File: src/rtl/lkc_pkg.sv
package lkc_pkg;

  localparam int CLASS_W = 5;
  localparam int FORM_W  = 2;
  localparam int MODE_W  = 2;

  typedef enum logic [CLASS_W-1:0] {
    OP_BT   = 5'd0,  OP_BTS  = 5'd1,  OP_BTR  = 5'd2,  OP_BTC  = 5'd3,
    OP_XCHG = 5'd4,  OP_ADD  = 5'd5,  OP_OR   = 5'd6,  OP_ADC  = 5'd7,
    OP_SBB  = 5'd8,  OP_AND  = 5'd9,  OP_SUB  = 5'd10, OP_XOR  = 5'd11,
    OP_NOT  = 5'd12, OP_NEG  = 5'd13, OP_INC  = 5'd14, OP_DEC  = 5'd15,
    OP_MOV  = 5'd16, OP_CMP  = 5'd17, OP_TEST = 5'd18, OP_LEA  = 5'd19
  } op_class_e;

  typedef enum logic [FORM_W-1:0] {
    FM_MEMDST  = 2'd0,
    FM_REGDST  = 2'd1,
    FM_XCHG_RM = 2'd2,
    FM_NOMEM   = 2'd3
  } form_e;

  typedef enum logic [MODE_W-1:0] {
    MD_REAL = 2'd0,
    MD_PROT = 2'd1,
    MD_V86  = 2'd2,
    MD_RSVD = 2'd3
  } mode_e;

  typedef struct packed {
    logic               pfx;
    logic [CLASS_W-1:0] cls;
    logic [FORM_W-1:0]  form;
    logic               mis;
  } desc_t;

endpackage

File: src/rtl/lkc_rules.sv
module lkc_rules
  import lkc_pkg::*;
#(
  parameter int SPLIT = 2,
  localparam int MAXC  = 2 * SPLIT,
  localparam int CNT_W = $clog2(MAXC + 1)
) (
  input  desc_t            d,
  output logic             need_lock,
  output logic             bad_prefix,
  output logic [CNT_W-1:0] n_cycles
);

  logic rmw_class;
  logic is_xchg;
  logic xchg_mem;
  logic legal_form;
  int   base_len;

  always_comb begin
    rmw_class  = (d.cls <= CLASS_W'(OP_DEC));
    is_xchg    = (d.cls == CLASS_W'(OP_XCHG));
    xchg_mem   = is_xchg && ((d.form == FORM_W'(FM_MEMDST)) ||
                             (d.form == FORM_W'(FM_XCHG_RM)));
    legal_form = ((d.form == FORM_W'(FM_MEMDST)) && rmw_class) ||
                 ((d.form == FORM_W'(FM_XCHG_RM)) && is_xchg);
    need_lock  = d.pfx ? legal_form : xchg_mem;
    bad_prefix = d.pfx && !legal_form;
    base_len   = (d.cls == CLASS_W'(OP_BT)) ? 1 : 2;
  end

  generate
    if (SPLIT > 1) begin : g_split
      assign n_cycles = CNT_W'(d.mis ? base_len * SPLIT : base_len);
    end else begin : g_nosplit
      assign n_cycles = CNT_W'(base_len);
    end
  endgenerate

  always_comb begin
    a_r3_trap_only_prefixed : assert (!bad_prefix || d.pfx);
    a_r3_trap_excludes_lock : assert (!(bad_prefix && need_lock));
  end

endmodule

File: src/rtl/lkc_seq.sv
module lkc_seq #(
  parameter int SPLIT = 2,
  localparam int MAXC  = 2 * SPLIT,
  localparam int CNT_W = $clog2(MAXC + 1)
) (
  input  logic             clk,
  input  logic             rst,
  input  logic             accept,
  input  logic             need_lock,
  input  logic [CNT_W-1:0] n_cycles,
  input  logic             bus_start,
  input  logic             bus_done,
  output logic             lock_n,
  output logic             busy
);

  typedef enum logic {S_IDLE, S_HOLD} st_e;

  st_e              state;
  logic [CNT_W-1:0] remain;
  logic             in_cycle;
  logic             counted;

  assign counted = (state == S_HOLD) && bus_done && in_cycle;

  always_ff @(posedge clk) begin
    if (rst) begin
      state    <= S_IDLE;
      remain   <= '0;
      in_cycle <= 1'b0;
      lock_n   <= 1'b1;
    end else begin
      case (state)
        S_IDLE: begin
          in_cycle <= 1'b0;
          if (accept && need_lock) begin
            state  <= S_HOLD;
            remain <= n_cycles;
            lock_n <= 1'b0;
          end
        end
        S_HOLD: begin
          if (counted) begin
            in_cycle <= bus_start;
            if (remain == CNT_W'(1)) begin
              state  <= S_IDLE;
              remain <= '0;
              lock_n <= 1'b1;
            end else begin
              remain <= remain - CNT_W'(1);
            end
          end else if (bus_start) begin
            in_cycle <= 1'b1;
          end
        end
        default: state <= S_IDLE;
      endcase
    end
  end

  assign busy = (state == S_HOLD);

  a_r9_release_on_done : assert property (@(posedge clk) disable iff (rst)
    $rose(lock_n) |-> $past(bus_done));
  a_r2_lock_from_accept : assert property (@(posedge clk) disable iff (rst)
    $fell(lock_n) |-> $past(accept && need_lock));
  a_r9_hold_midway : assert property (@(posedge clk) disable iff (rst)
    (counted && remain > CNT_W'(1)) |=> !lock_n);
  a_r10_unstarted_done : assert property (@(posedge clk) disable iff (rst)
    (busy && bus_done && !in_cycle && !bus_start) |=> $stable(remain));
  a_r7_count_bound : assert property (@(posedge clk) disable iff (rst)
    busy |-> (remain != '0 && remain <= CNT_W'(MAXC)));

endmodule

File: src/rtl/lkc_trap.sv
module lkc_trap
  import lkc_pkg::*;
#(
  parameter int VEC_W  = 8,
  parameter int RM_VEC = 6,
  parameter int PM_VEC = 6
) (
  input  logic              clk,
  input  logic              rst,
  input  logic              accept,
  input  logic              bad_prefix,
  input  logic [MODE_W-1:0] cpu_mode,
  output logic              ud_trap,
  output logic [VEC_W-1:0]  trap_vector
);

  logic [VEC_W-1:0] vec_sel;

  always_comb begin
    case (cpu_mode)
      MODE_W'(MD_REAL): vec_sel = VEC_W'(RM_VEC);
      default:          vec_sel = VEC_W'(PM_VEC);
    endcase
  end

  always_ff @(posedge clk) begin
    if (rst) begin
      ud_trap     <= 1'b0;
      trap_vector <= '0;
    end else begin
      ud_trap <= accept && bad_prefix;
      if (accept && bad_prefix) trap_vector <= vec_sel;
    end
  end

  a_r3_trap_cause : assert property (@(posedge clk) disable iff (rst)
    ud_trap |-> $past(accept && bad_prefix));
  a_r4_vec_real : assert property (@(posedge clk) disable iff (rst)
    (ud_trap && $past(cpu_mode) == MODE_W'(MD_REAL)) |-> trap_vector == VEC_W'(RM_VEC));
  a_r4_vec_prot : assert property (@(posedge clk) disable iff (rst)
    (ud_trap && $past(cpu_mode) != MODE_W'(MD_REAL)) |-> trap_vector == VEC_W'(PM_VEC));

endmodule

File: src/rtl/bus_lock_guard.sv
module bus_lock_guard
  import lkc_pkg::*;
#(
  parameter int SPLIT  = 2,
  parameter int VEC_W  = 8,
  parameter int RM_VEC = 6,
  parameter int PM_VEC = 6
) (
  input  logic               clk,
  input  logic               rst,
  input  logic               instr_valid,
  output logic               instr_ready,
  input  logic               lock_prefix,
  input  logic [CLASS_W-1:0] op_class,
  input  logic [FORM_W-1:0]  operand_form,
  input  logic               misaligned,
  input  logic [MODE_W-1:0]  cpu_mode,
  input  logic               bus_start,
  input  logic               bus_done,
  output logic               lock_n,
  output logic               ud_trap,
  output logic [VEC_W-1:0]   trap_vector
);

  localparam int MAXC  = 2 * SPLIT;
  localparam int CNT_W = $clog2(MAXC + 1);

  desc_t            desc;
  logic             accept;
  logic             need_lock;
  logic             bad_prefix;
  logic             busy;
  logic [CNT_W-1:0] n_cycles;

  assign desc        = '{pfx: lock_prefix, cls: op_class, form: operand_form, mis: misaligned};
  assign instr_ready = !busy;
  assign accept      = instr_valid && instr_ready;

  lkc_rules #(.SPLIT(SPLIT)) u_rules (
    .d          (desc),
    .need_lock  (need_lock),
    .bad_prefix (bad_prefix),
    .n_cycles   (n_cycles)
  );

  lkc_seq #(.SPLIT(SPLIT)) u_seq (
    .clk       (clk),
    .rst       (rst),
    .accept    (accept),
    .need_lock (need_lock),
    .n_cycles  (n_cycles),
    .bus_start (bus_start),
    .bus_done  (bus_done),
    .lock_n    (lock_n),
    .busy      (busy)
  );

  lkc_trap #(.VEC_W(VEC_W), .RM_VEC(RM_VEC), .PM_VEC(PM_VEC)) u_trap (
    .clk         (clk),
    .rst         (rst),
    .accept      (accept),
    .bad_prefix  (bad_prefix),
    .cpu_mode    (cpu_mode),
    .ud_trap     (ud_trap),
    .trap_vector (trap_vector)
  );

  a_r3_trap_no_lock : assert property (@(posedge clk) disable iff (rst)
    ud_trap |-> lock_n);
  a_r8_ready_while_locked : assert property (@(posedge clk) disable iff (rst)
    !lock_n |-> !instr_ready);
  a_r8_no_trap_when_busy : assert property (@(posedge clk) disable iff (rst)
    (instr_valid && !instr_ready) |=> !ud_trap);

endmodule

File: config.mk
export PLATFORM = sky130hd
export DESIGN_NAME = bus_lock_guard
export DESIGN_NICKNAME = d
export VERILOG_FILES = /design/src/rtl/lkc_pkg.sv /design/src/rtl/lkc_rules.sv /design/src/rtl/lkc_seq.sv /design/src/rtl/lkc_trap.sv /design/src/rtl/bus_lock_guard.sv
export SDC_FILE = /design/constraint.sdc
export NUM_CORES = 1
export LEC_CHECK = 0
export BUFFER_PORTS_ARGS = -buffer_cell sky130_fd_sc_hd__buf_2
export CORE_MARGIN = 2
export CORE_UTILIZATION = 39
export DETAILED_ROUTE_END_ITERATION = 8
export GPL_TIMING_DRIVEN = 0
export PLACE_DENSITY = 0.72
export SLEW_MARGIN = 20
export SYNTH_ARGS = -nofsm -noshare
export SYNTH_HDL_FRONTEND = slang
export SYNTH_SLANG_ARGS = --single-unit
File: constraint.sdc
create_clock -name clk -period 1.4 [get_ports clk]
set_input_delay 0.14 -clock clk [delete_from_list [all_inputs] [get_ports clk]]
set_output_delay 0.14 -clock clk [all_outputs]
set_load 0.02 [all_outputs]
==> results.py <==
metrics = {
    "global_routing": {
        "grt_max_degree": 11,
        "grt_pass1_wl_mm": 1.75,
        "grt_pass1_vias": 441,
        "grt_overflow": 0,
        "antenna_found_initial": 0,
        "grt_use_total_pct": 13.1,
    },
    "power": {
        "totalPowerFinal_mw": 0.536,
        "p_leak_nw": 0.406,
        "p_per_area_mw_per_mm2": 699,
        "peakVddDrop_mv": 0.418,
    },
    "critical_path": {
        "reg2reg_depth": 5,
        "endpoint_kind": "register",
        "timing.rr.end": "u_seq.remain[1]",
        "reg2reg_setup_slack_ps": 50,
        "slowest_stage": "mux2_4",
        "max_stage_delay_ps": 300,
        "timing.rr.start": "u_seq.busy",
        "cp_top_family": "simple AND/OR/NAND/NOR gates",
        "startpoint": "u_seq.busy",
        "critPathArrivalTime_ps": 1490,
        "crit_chain": "buf_2, inv_2, nand4_1, nand3_2, mux2_4",
        "path_buf_inv": 2,
        "critPathLaunchType": "register",
        "worstPathRequired_ps": 1540,
        "crit_fanout": 9,
        "criticalPathCategory": "reg -> reg",
    },
    "synthesis": {
        "synth_simple_gate_area_share_pct": 26.7,
        "synth.avg_cell_area_um2": 8.53,
        "synth_cell_type_count": 27,
        "synthXorXnorAreaFrac_pct": 0,
        "netlist_top_cells_area": "dfxtp_1 (28%), buf_4 (9.2%), ha_1 (8.8%)",
        "synth_enable_flop_cells": 0,
        "ys_seq_elements": 8,
        "ys_seq_area_share_pct": 28.0,
        "yosysTopAreaCell": "dfxtp_1",
        "synth_compound_area_share_pct": 12.0,
        "synthAdderAreaFrac_pct": 8.75,
        "synth_top_family_by_area": "simple AND/OR/NAND/NOR gates",
        "synth_area_um2": 572,
        "synthCells": 67,
        "synth_mux_area_share_pct": 7.88,
        "synth-main-ff-cell": "dfxtp_1",
        "yosysWarnings": 0,
        "post-synth-top-count-cell": "dfxtp_1",
        "yosys.area.top_type_share_pct": 28.0,
        "netlist_top_cells_count": "dfxtp_1 (8), buf_4 (7), inv_1 (7)",
        "async_flop_share_pct": 0,
    },
    "floorplanning": {
        "die_h_um": 42.3,
        "rows": 13,
        "initial_core_util_pct": 42.9,
        "io_pins": 27,
        "die-width_um": 42.3,
        "dieArea_mm2": 0.00179,
        "core_area_mm2": 0.00133,
    },
    "final_layout": {
        "fin_area_um2": 767,
        "fill_cells": 131,
        "multi_input_area_um2": 355,
        "post-route-util_pct": 57.5,
        "layout-drive-gt1-share_pct": 43.2,
        "final_cells": 110,
        "nets": 117,
        "antenna_cells": 0,
        "syn_to_final_growth_pct": 34.1,
        "regArea_um2": 161,
    },
    "min_path": {
        "hold_depth": 3,
        "hp-start": "bus_start",
        "hold_path_end": "u_seq.in_cycle",
        "hold_path_class": "in -> reg",
    },
    "timing": {
        "period_share_pct": 96.1,
        "drv_slew": 0,
        "fmax_ghz": 0.743,
        "holdWs_ps": 160,
        "layout_min_cycle_time_ps": 1350,
        "fin_worst_skew_ps": 3.57,
        "setup_ws_ps": 55.0,
        "hold_viol_final": 0,
        "grt_setup_unrepaired": "true",
        "setup_violations": 0,
        "tns_ps": 0,
    },
    "routing": {
        "vias_per_cell": 4.74,
        "drc_errors": 0,
        "drt_wl_total_mm": 1.14,
        "vias": 521,
        "drt_iter0_markers": 10,
        "antenna_left": 0,
        "dr.pass1.iters": 4,
        "wl_per_cell_um": 10.4,
    },
    "clocking": {
        "root_buffer": "clkbuf_4",
        "path_clk_slew_ps": 50,
        "cts_tree": "done",
        "clkSinkCount": 8,
        "insertion_delay_ps": 250,
        "cts_made_buffers": 3,
        "htree_levels": 1,
        "cts_buffer_depth": 2,
    },
    "placed_design": {
        "portBuffers": 18,
        "dp_cells": 105,
        "hpwl_um": 862,
        "preCtsSetupSlack_ps": -324,
        "placed_area_um2": 699,
        "gp_congestion": 0.713,
    },
    "job": {
        "max_cap_viol_count": 0,
    },
    "run_status": {
        "outcome": "completed",
    },
}
## power by group
| group | internal, mW | switching [mW] | total, mW |
|---|---|---|---|
| combinational | 0.0579 | 0.0673 | 0.125 |
| sequential | 0.234 | 0.00290 | 0.237 |
| clock | 0.0979 | 0.0760 | 0.174 |
| total | 0.390 | 0.146 | 0.536 |
## what timing repair did
item / CTS / global route
pin swaps: 1 / 3
gates resized for setup: 0 / 6
endpoints found under the hold margin: 0 / 0
setup endpoints to repair: 1 / 2
setup buffers: 1 / 1
hold buffers: 0 / 0
## layout by cell type, fill, tap and decap left out
cell type	synthesis	routed
nor2_1	5	5
nor3_1	3	3
conb_1	1	6
or2b_1	1	1
buf_2	1	17
nand2_1	2	2
mux2i_1	3	3
a22oi_1	1	1
a21oi_1	4	3
clkbuf_4	0	3
clkbuf_1	1	1
buf_4	7	9
inv_1	7	6
nand4_1	2	2
nand3_2	1	1
dfxtp_2	0	1
nor2b_1	4	4
a41oi_1	1	1
a211o_1	1	1
nor4_4	1	1
o21bai_1	1	1
mux2_4	1	1
nand4_2	1	1
dfxtp_1	8	7
buf_6	0	2
nand2b_1	2	2
nand3_1	2	2
o41ai_2	1	1
ha_1	4	3
a21oi_2	0	1
inv_2	1	2
ha_4	0	1
## flip-flops by register name, indices dropped and copies added (netlist names)
register and flops:
u_trap.trap_vector 1, u_seq.busy 1, u_seq.lock_n 1, u_trap.ud_trap 1, u_seq.in_cycle 1, u_seq.remain 3
## worst register-to-register path, delay by kind of cell (launching register included)
| family | cells | cell delay (ps) |
|---|---|---|
| simple gates | 2 | 340 |
| buf+inv | 2 | 300 |
| mux | 1 | 300 |
| flops | 1 | 290 |
## cell families after synthesis
family / Yosys count
buffers and inverters: 17
other: 1
and+or+nand+nor: 24
muxes: 4
AOI/OAI and AO/OA: 9
adders and majority gates: 4
DFF: 8
## worst max path at each step
stage | end | slack (ps) | depth (start not counted)
after floorplan | u_seq.remain[1] | -110 | 7
after global placement | u_seq.remain[1] | -310 | 8
after detailed placement | u_seq.remain[1] | -320 | 8
after CTS | u_seq.remain[1] | 20 | 8
after global routing | u_seq.remain[1] | -3 | 8
final | u_seq.remain[1] | 50 | 5
## cell type report
class                      count  area share [%]
buffer                         9            7.99
clock buffer                   3            2.94
inverter                       8            3.92
multi-input combinational     47            46.3
sequential                     8            21.0
tap                           15            2.45
timing repair buffer          20            15.3
## layer usage
| metal | global-route usage [%] | routed length [um] |
|---|---|---|
| met1 | 15.2 | 477 |
| met2 | 21.8 | 574 |
| met3 | 6.47 | 90 |
| met4 | 1.88 | 0 |
| met5 | 0 | 0 |
Note: power is estimated with default switching activity, not from simulation.
